[src/rtl/exu_pkg.sv]
package exu_pkg;
    localparam int EXU_DW   = 8;
    localparam int EXU_IW   = 2 * EXU_DW;
    localparam int EXU_NFLG = 4;

    localparam int FLG_C  = 0;
    localparam int FLG_DC = 1;
    localparam int FLG_Z  = 2;
    localparam int FLG_OV = 3;

    localparam logic [EXU_NFLG-1:0] UPD_NONE = 4'b0000;
    localparam logic [EXU_NFLG-1:0] UPD_C    = 4'b0001;
    localparam logic [EXU_NFLG-1:0] UPD_Z    = 4'b0100;
    localparam logic [EXU_NFLG-1:0] UPD_ALL  = 4'b1111;

    typedef enum logic [4:0] {
        OP_NONE, OP_ADD, OP_ADDC, OP_SUB, OP_SUBB, OP_AND, OP_IOR, OP_COM,
        OP_INC, OP_DEC, OP_NEG, OP_RLC, OP_RRC, OP_RLN, OP_RRN, OP_SWAP,
        OP_SET, OP_CLR, OP_DAW, OP_MOVW
    } exu_op_e;

    typedef enum logic [1:0] {DST_NONE, DST_FILE, DST_WREG, DST_BOTH} exu_dst_e;

    typedef struct packed {
        exu_op_e               op;
        exu_dst_e              dst;
        logic [EXU_NFLG-1:0]   upd;
    } exu_ctl_t;

    typedef enum logic [0:0] {ST_IDLE, ST_VALID} exu_state_e;
endpackage

[src/rtl/exu_decode.sv]
module exu_decode
    import exu_pkg::*;
(
    input  logic [EXU_DW-1:0] opc,
    output exu_ctl_t          ctl
);
    logic sel_bit;
    logic s_type;

    assign sel_bit = opc[0];

    always_comb begin
        ctl.op  = OP_NONE;
        ctl.upd = UPD_NONE;
        s_type  = 1'b0;
        case (opc[7:1])
            7'b0000111: begin ctl.op = OP_ADD;  ctl.upd = UPD_ALL; end
            7'b0001000: begin ctl.op = OP_ADDC; ctl.upd = UPD_ALL; end
            7'b0000010: begin ctl.op = OP_SUB;  ctl.upd = UPD_ALL; end
            7'b0000001: begin ctl.op = OP_SUBB; ctl.upd = UPD_ALL; end
            7'b0001010: begin ctl.op = OP_INC;  ctl.upd = UPD_ALL; end
            7'b0000011: begin ctl.op = OP_DEC;  ctl.upd = UPD_ALL; end
            7'b0010110: begin ctl.op = OP_NEG;  ctl.upd = UPD_ALL; s_type = 1'b1; end
            7'b0000101: begin ctl.op = OP_AND;  ctl.upd = UPD_Z; end
            7'b0000100: begin ctl.op = OP_IOR;  ctl.upd = UPD_Z; end
            7'b0001001: begin ctl.op = OP_COM;  ctl.upd = UPD_Z; end
            7'b0001101: begin ctl.op = OP_RLC;  ctl.upd = UPD_C; end
            7'b0001100: begin ctl.op = OP_RRC;  ctl.upd = UPD_C; end
            7'b0010001: ctl.op = OP_RLN;
            7'b0010000: ctl.op = OP_RRN;
            7'b0001110: ctl.op = OP_SWAP;
            7'b0010101: begin ctl.op = OP_SET; s_type = 1'b1; end
            7'b0010100: begin ctl.op = OP_CLR; s_type = 1'b1; end
            7'b0010111: begin ctl.op = OP_DAW; ctl.upd = UPD_C; s_type = 1'b1; end
            7'b0000000: if (sel_bit) ctl.op = OP_MOVW;
            default: ;
        endcase
    end

    always_comb begin
        if (ctl.op == OP_NONE)      ctl.dst = DST_NONE;
        else if (ctl.op == OP_MOVW) ctl.dst = DST_FILE;
        else if (s_type)            ctl.dst = sel_bit ? DST_FILE : DST_BOTH;
        else                        ctl.dst = sel_bit ? DST_FILE : DST_WREG;
    end
endmodule

[src/rtl/exu_datapath.sv]
module exu_datapath
    import exu_pkg::*;
(
    input  exu_op_e             op,
    input  logic [EXU_DW-1:0]   f,
    input  logic [EXU_DW-1:0]   w,
    input  logic                c,
    output logic [EXU_DW-1:0]   res,
    output logic [EXU_NFLG-1:0] fl
);
    localparam int HN = EXU_DW / 2;

    logic [EXU_DW-1:0] add_a, add_b;
    logic              add_ci;
    logic [EXU_DW:0]   sum;
    logic [HN:0]       nib;
    logic              ovf;
    logic              daw_lo, daw_hi;
    logic [EXU_DW:0]   daw_t;
    logic [EXU_DW-1:0] daw_r;
    logic              cy;

    always_comb begin
        add_a  = f;
        add_b  = w;
        add_ci = 1'b0;
        case (op)
            OP_ADDC: add_ci = c;
            OP_SUB:  begin add_b = ~w; add_ci = 1'b1; end
            OP_SUBB: begin add_b = ~w; add_ci = c; end
            OP_INC:  begin add_b = '0; add_ci = 1'b1; end
            OP_DEC:  begin add_b = 8'hFE; add_ci = 1'b1; end
            OP_NEG:  begin add_a = '0; add_b = ~w; add_ci = 1'b1; end
            default: ;
        endcase
    end

    assign sum = {1'b0, add_a} + {1'b0, add_b} + {{EXU_DW{1'b0}}, add_ci};
    assign nib = {1'b0, add_a[HN-1:0]} + {1'b0, add_b[HN-1:0]} + {{HN{1'b0}}, add_ci};
    assign ovf = (add_a[EXU_DW-1] == add_b[EXU_DW-1]) && (sum[EXU_DW-1] != add_a[EXU_DW-1]);

    assign daw_lo = w[HN-1:0] > 4'd9;
    assign daw_t  = {1'b0, w} + (daw_lo ? 9'd6 : 9'd0);
    assign daw_hi = c | daw_t[EXU_DW] | (daw_t[EXU_DW-1:HN] > 4'd9);
    assign daw_r  = daw_t[EXU_DW-1:0] + (daw_hi ? 8'h60 : 8'h00);

    always_comb begin
        res = '0;
        cy  = sum[EXU_DW];
        case (op)
            OP_ADD, OP_ADDC, OP_SUB, OP_SUBB,
            OP_INC, OP_DEC, OP_NEG:  res = sum[EXU_DW-1:0];
            OP_AND:  res = f & w;
            OP_IOR:  res = f | w;
            OP_COM:  res = ~f;
            OP_RLC:  begin res = {f[EXU_DW-2:0], c}; cy = f[EXU_DW-1]; end
            OP_RRC:  begin res = {c, f[EXU_DW-1:1]}; cy = f[0]; end
            OP_RLN:  res = {f[EXU_DW-2:0], f[EXU_DW-1]};
            OP_RRN:  res = {f[0], f[EXU_DW-1:1]};
            OP_SWAP: res = {f[HN-1:0], f[EXU_DW-1:HN]};
            OP_SET:  res = '1;
            OP_CLR:  res = '0;
            OP_DAW:  begin res = daw_r; cy = daw_hi; end
            OP_MOVW: res = w;
            default: res = '0;
        endcase
    end

    always_comb begin
        fl         = '0;
        fl[FLG_C]  = cy;
        fl[FLG_DC] = nib[HN];
        fl[FLG_Z]  = (res == '0);
        fl[FLG_OV] = ovf;
    end
endmodule

[src/rtl/exu_top.sv]
module exu_top
    import exu_pkg::*;
(
    input  logic        clk,
    input  logic        rst_n,
    input  logic        issue,
    input  logic [15:0] instr,
    input  logic [7:0]  fval,
    input  logic [7:0]  wval,
    input  logic        c_in,
    output logic        res_valid,
    output logic [7:0]  result,
    output logic        file_we,
    output logic        wreg_we,
    output logic [3:0]  flag_upd,
    output logic [3:0]  flag_val
);
    exu_ctl_t            ctl;
    logic [EXU_DW-1:0]   dp_res;
    logic [EXU_NFLG-1:0] dp_fl;
    exu_state_e          state_q, state_d;

    exu_decode u_dec (
        .opc (instr[EXU_IW-1:EXU_DW]),
        .ctl (ctl)
    );

    exu_datapath u_dp (
        .op  (ctl.op),
        .f   (fval),
        .w   (wval),
        .c   (c_in),
        .res (dp_res),
        .fl  (dp_fl)
    );

    always_comb begin
        state_d = state_q;
        unique case (state_q)
            ST_IDLE:  state_d = issue ? ST_VALID : ST_IDLE;
            ST_VALID: state_d = issue ? ST_VALID : ST_IDLE;
        endcase
    end

    always_ff @(posedge clk or negedge rst_n) begin
        if (!rst_n) state_q <= ST_IDLE;
        else        state_q <= state_d;
    end

    always_ff @(posedge clk or negedge rst_n) begin
        if (!rst_n) begin
            result   <= '0;
            file_we  <= 1'b0;
            wreg_we  <= 1'b0;
            flag_upd <= '0;
            flag_val <= '0;
        end else if (state_d == ST_VALID) begin
            result   <= dp_res;
            file_we  <= (ctl.dst == DST_FILE) || (ctl.dst == DST_BOTH);
            wreg_we  <= (ctl.dst == DST_WREG) || (ctl.dst == DST_BOTH);
            flag_upd <= ctl.upd;
            flag_val <= dp_fl & ctl.upd;
        end else begin
            file_we  <= 1'b0;
            wreg_we  <= 1'b0;
            flag_upd <= '0;
            flag_val <= '0;
        end
    end

    assign res_valid = (state_q == ST_VALID);
endmodule

[config.mk]
export PLATFORM = sky130hd
export DESIGN_NAME = exu_top
export DESIGN_NICKNAME = d
export VERILOG_FILES = /design/src/rtl/exu_pkg.sv /design/src/rtl/exu_decode.sv /design/src/rtl/exu_datapath.sv /design/src/rtl/exu_top.sv
export SDC_FILE = /design/constraint.sdc
export NUM_CORES = 1
export LEC_CHECK = 0
export CELL_PAD_IN_SITES_DETAIL_PLACEMENT = 0
export CELL_PAD_IN_SITES_GLOBAL_PLACEMENT = 1
export CORE_MARGIN = 2
export CORE_UTILIZATION = 25
export CTS_CLUSTER_DIAMETER = 60
export DETAILED_ROUTE_END_ITERATION = 16
export HOLD_SLACK_MARGIN = 0.06
export MAX_ROUTING_LAYER = met4
export PLACE_DENSITY = 0.69
export SETUP_SLACK_MARGIN = 0.1
export SYNTH_ARGS = -nofsm -noshare
export SYNTH_HDL_FRONTEND = slang
export SYNTH_SLANG_ARGS = --single-unit
export TNS_END_PERCENT = 50
[constraint.sdc]
create_clock -name clk -period 1.28 [get_ports clk]
set_clock_uncertainty 0.1 [all_clocks]
set_input_delay 0.256 -clock clk [delete_from_list [all_inputs] [get_ports clk]]
set_output_delay 0.256 -clock clk [all_outputs]
set_load 0.1 [all_outputs]
# [Word-level counts from Yosys, hierarchy flattened]
# Cells that the tools add are included.
[word_totals] reg_bits=19 inputBits=36 elab_cells=97
[classes] n_addsub=6 n_lt_le_gt_ge=2 n_eq_ne=41 bitwise=7 mux=21 reduce_logical=14
[ops] op="case mux 8 bit (12 select lines)" count=1
[ops] op="case mux 5 bit (19 select lines)" count=1
[ops] op="equality test 7 x 4 -> 1 bit, second input constant" count=6
[ops] op="equality test 7 x 5 -> 1 bit, second input constant" count=6
[ops] op="equality test 5 x 4 -> 1 bit, second input constant" count=8
[ops] op="case mux 8 bit (3 select lines)" count=1
[ops] op="equality test 7 x 3 -> 1 bit, second input constant" count=3
[ops] op="equality test 5 x 3 -> 1 bit, second input constant" count=4
[ops] op="NOT 8 bit" count=2
[ops] op="equality test 5 bit, second input constant" count=3
[ops] op="equality test 7 x 2 -> 1 bit, second input constant" count=2
[ops] op="OR reduction 7 bit" count=2
[ops] op="case mux 4 bit (3 select lines)" count=1
[ops] op="equality test 5 x 2 -> 1 bit, second input constant" count=2
[ops] op="2-to-1 mux 2 bit" count=5
[ops] op="adder 8 x 8 -> 9 bit" count=1
[ops] op="adder 8 x 9 -> 9 bit" count=1
[ops] op="adder 9 x 1 -> 9 bit" count=1
[ops] op="OR reduction 3 bit" count=3
[ops] op="adder 8 bit" count=1
[ops] op="bitwise AND 8 bit" count=1
[ops] op="greater-than comparator 4 bit, second input constant" count=2
[ops] op="zero test 8 bit" count=1
[ops] op="2-to-1 mux 4 bit" count=2
[ops] op="other kinds (24)" count=31

# [Longest topological paths before layout]
[logic_depth] depth_word=11 ltp_mapped=19 depth_no_buf=16

# [Cells and area by module]
# From an unflattened synthesis, not the netlist that was laid out.
[unflattened] cells_unflattened=474 area_unflattened_um2=3543.4
[modules_own_cells] module="exu_datapath" area_each_um2=2364.8 seq_area_each_um2=0.0 n_inst=1 cells_per_inst=357
[modules_own_cells] module="exu_top" area_each_um2=691.9 seq_area_each_um2=475.5 n_inst=1 cells_per_inst=39
[modules_own_cells] module="exu_decode" area_each_um2=486.7 seq_area_each_um2=0.0 n_inst=1 cells_per_inst=78

# [Worst setup path after synthesis]
# No wires, ideal clock.
[synth_path] path_type="input port to flip-flop" startpoint="input port wval[3]" endpoint="register flag_val[2]" required_ps=1085 path_stages=16 setup_ps=95 arrival_time_ps=3693 setup_slack_ps=-2608 path_cell_list="clkbuf_1 nand2_1 mux2i_1 ha_1 nor2_1 nor2_1 nand3_1 o311ai_0 ha_1 fa_1 o2111ai_1 o31ai_1 a21oi_1 nand4_1 or4_1 nor4b_2"
[synth_between] elab_chain_len=11 elab_cells_between_ends=18
[synth_rtl] element="start: declaration" line="exu_top.sv:9" text="input logic [7:0] wval,"
[synth_rtl] element="greater-than comparator 4 bit" line="exu_datapath.sv:42" text="assign daw_lo = w[HN-1:0] > 4'd9;"
[synth_rtl] element="2-to-1 mux 3 bit" line="exu_datapath.sv:43" text="assign daw_t = {1'b0, w} + (daw_lo ? 9'd6 : 9'd0);"
[synth_rtl] element="adder 8 x 9 -> 9 bit" line="exu_datapath.sv:43"
[synth_rtl] element="greater-than comparator 4 bit or OR 1 bit (tied branches)" line="exu_datapath.sv:44" text="assign daw_hi = c | daw_t[EXU_DW] | (daw_t[EXU_DW-1:HN] > 4'd9);"
[synth_rtl] element="OR 1 bit" line="exu_datapath.sv:44"
[synth_rtl] element="2-to-1 mux 7 bit" line="exu_datapath.sv:45" text="assign daw_r = daw_t[EXU_DW-1:0] + (daw_hi ? 8'h60 : 8'h00);"
[synth_rtl] element="adder 8 bit" line="exu_datapath.sv:45"
[synth_rtl] element="case mux 8 bit (12 select lines) (*)" line="exu_datapath.sv:50" text="case (op)"
[synth_rtl] element="zero test 8 bit (*)" line="exu_datapath.sv:73" text="fl[FLG_Z] = (res == '0);"
[synth_rtl] element="bitwise AND 4 bit (*)" line="exu_top.sv:62" text="flag_val <= dp_fl & ctl.upd;"
[synth_rtl] element="2-to-1 mux 4 bit (*)" line="exu_top.sv:57" text="end else if (state_d == ST_VALID) begin"
[synth_rtl] element="end signal: assignment" line="exu_top.sv:62"
[synth_rtl] element="end: declaration" line="exu_top.sv:16" text="output logic [3:0] flag_val"
# Mark *: on every way between the ends. The rest lies on a longest branch, timed or not.
# A chain may end at the register's enable or synchronous reset.

# [Worst setup path after layout]
[layout_path] startpoint="input port wval[1]" endpoint="register flag_val[2]"
# Same word-level chain as after synthesis.

==> reports/results.txt <==
Post-synth top area share: 17.34%
Slowest cell on crit path: or4_4
CTS root buf: clkbuf_8
Period minus WS final: 3.287 ns
DRC viols: 0
Peak supply drop: 0.0004468 V
Leakage: 0.002218 uW
Critical-path cell list: buf_8 -> nand2_4 -> mux2i_1 -> ha_2 -> nor2_4 -> nor2_4 -> buf_6 -> o311ai_4 -> o311ai_4 -> ha_2 -> fa_2 -> o2111ai_2 -> o31ai_1 -> a21oi_1 -> nand4_1 -> or4_4 -> nor4b_4
Die area: 11,220 um2
Max_slew headroom: 69.10%
Synth Area in Compound Gates: 30.11%
Vias per cell: 5.189
Final HPWL DP: 8816 um
Global Route Usage Sum: 21.29%
Post-CTS Hold Fix Bufs: 0
Syn_nets: 404
Crit Path Max Fanout: 2
Status: complete, but fails checks
Overall power: 3230 uW
Critical path's largest stage delay: 0.46 ns
Max Freq: 304.2 MHz
Final core utilization: 49.93%
Worst EP required: 1.34 ns
Yosys warns: 0
Final WL: 11,640 um
Largest family of logic cells by synthesized area: compound AO/OA/AOI/OAI gates
Hold WS: 0.2439 ns
Synth Area in Simple Gates: 29.62%
Syn_area_per_cell: 7.296 um2
Fin. Hold Viols: 0
RSZ-0062 raised after global routing: true
Cells after synthesis: 356
Number of synthesized flops with an enable pin: 0
Top Ports: 55
Mux contribution to synthesized area: 3.709%
Placed insts: 632
DP Worst Slack: -2.791 ns
Largest net degree at the start of global routing: 28
Initial Util: 25.50%
Final Cycle Share: 256.8%
Post-route ant nets: 0
Worst-Margin Slew: 0.4635 ns
Die Ht: 105.9 um
Detail-routed net length per standard cell: 17.58 um
XOR/XNOR Fraction of Synth Area: 3.902%
CP arrival: 3.35 ns
Final Setup Violations: 19
Slack of the critical path: -2.007 ns
# clock sinks: 18
GPL Wtd Cong: 0.9099
Total gr overflow: 0
Vias in the first global route: 3,424
H-tree depth: 1
FFs w/ async S/R, synth: 100.0%
Layout cells sized above 1: 50.38%
Core area: 10,180 um2
Worst Path Buf+Inv: 2
Synth Flop Type: dfrtp_1
Top delay family on crit path: simple AND/OR/NAND/NOR gates
Initial antenna violation count: 0
PD cells: 635.1 nW/um2
CTS tree: done
Clock buffer depth: 2
Rows: 37
Yosys cell types: 75
I/O Buffers: 46
# Max-Cap Violations: 0
Worst-Skew Late Latency: 0.25 ns
Yosys top cell by area: dfrtp_1
Failing checks: negative setup slack
Post-Syn Area: 2597 um2
Final #Nets: 575
Worst-path clk slew: 0.06 ns
Area growth syn-to-layout: 95.76%
Worst Hold Class: input pin to asynchronous set/reset pin
Max Slew Vio Count: 0
Synth top area cells: dfrtp_1, nor2_1, nand2_1, a21oi_1, o21ai_0
TritonCTS Buffers: 3
Die Wd: 105.9 um
DR iter-0 viols: 231
Cell Count, Final, Fillers Out: 662
DR vias: 3,435
Sequential area share after synthesis: 17.34%
Diode count: 0
Flops & latches, synth: 18
Setup crit start kind: input pin
First-pass GRT wire length: 18,530 um
Critical path class: input pin to flop
Adder-cell share of the synthesized area: 7.033%
CP endpoint kind: flop
Iteration count of the initial detailed-routing pass: 4
[where the power goes]
part           internal (uW)  switching [uW]
clock network            273             168
registers                612            43.5
logic                    999            1130
[synthesized netlist by cell type, types with 6 or more instances]
library cell	count
a21oi_1	26
a31oi_1	7
and2_1	8
buf_2	10
clkbuf_1	10
dfrtp_1	18
ha_1	9
inv_1	16
nand2_1	39
nand3_1	10
nand4_1	6
nor2_1	40
nor3_1	9
o21ai_0	25
o22ai_1	6
[path summary, 6_finish.rpt]
check / startpoint / slack (ns) / cells after the start / end
max in group asynchronous: rst_n / 0.63 / 2 / flag_upd[1]$_DFF_PN0_
min in group clk: result[0]$_DFFE_PN0P_ / 0.48 / 2 / result[0]$_DFFE_PN0P_
worst min register to register: result[0]$_DFFE_PN0P_ / 0.48 / 2 / result[0]$_DFFE_PN0P_
worst min-delay path: rst_n / 0.24 / 2 / result[7]$_DFFE_PN0P_
worst max register to register: result[2]$_DFFE_PN0P_ / 0.44 / 2 / result[2]$_DFFE_PN0P_
worst max-delay path: wval[1] / -2.01 / 17 / flag_val[2]$_DFF_PN0_
[flip-flops by register name, indices dropped and copies added, names as in the netlist]
register	cells
result	8
flag_val	4
flag_upd	3
file_we	1
res_valid	1
wreg_we	1
[routing by layer]
metal / wire length, um / up-vias / GRT usage, %
met5: 0 / - / -
met4: 157 / 0 / 2.350
met3: 452 / 16 / 1.042
met2: 5828 / 113 / 37.14
met1: 5201 / 1653 / 28.37
li1: - / 1653 / -
[cell usage in the layout, fill, tap and decap left out, types with 6 or more instances in the layout]
master	instances
buf_4	117
buf_12	22
buf_6	28
a21oi_4	6
a21oi_1	11
buf_8	6
nand2_1	33
a21oi_2	10
dfrtp_1	17
nor3_1	7
nor2_1	34
clkdlybuf4s50_1	15
o21ai_0	19
and2_1	8
nand4_1	6
nand3_1	7
inv_1	13
o22ai_1	6
[logic make-up (layout without fill, tap and decap cells)]
logic type,after synthesis,after routing
AOI/OAI and AO/OA,113,113
xor gates and xnor gates,10,10
adders and majority gates,13,13
DFF,18,18
muxes,9,9
and+or+nand+nor,148,148
buffers and inverters,45,215
[through the flow]
step                      TNS, ns  instance area [um2]
after floorplan            -22.22                 2813
after global placement     -33.71                 4359
after detailed placement   -34.27                 4359
after CTS                  -23.10                 4801
after global routing       -24.73                 5085
final                      -23.00                 5085
[layout make-up]
| class | instances | area, um2 |
|---|---|---|
| inverter | 16 | 60.06 |
| clock buffer | 4 | 55.05 |
| multi-input combinational | 293 | 2421 |
| fill | 977 | 5100 |
| sequential | 18 | 454.2 |
| timing repair buffer | 195 | 1924 |
| tap | 136 | 170.2 |
[what timing repair did]
item                       CTS  global route
gates resized for setup    115            43
setup endpoints to repair   29            36
pin swaps                   56            34
gates cloned                 1             0
setup buffers               21            10
(Power assumes the default switching activity.)
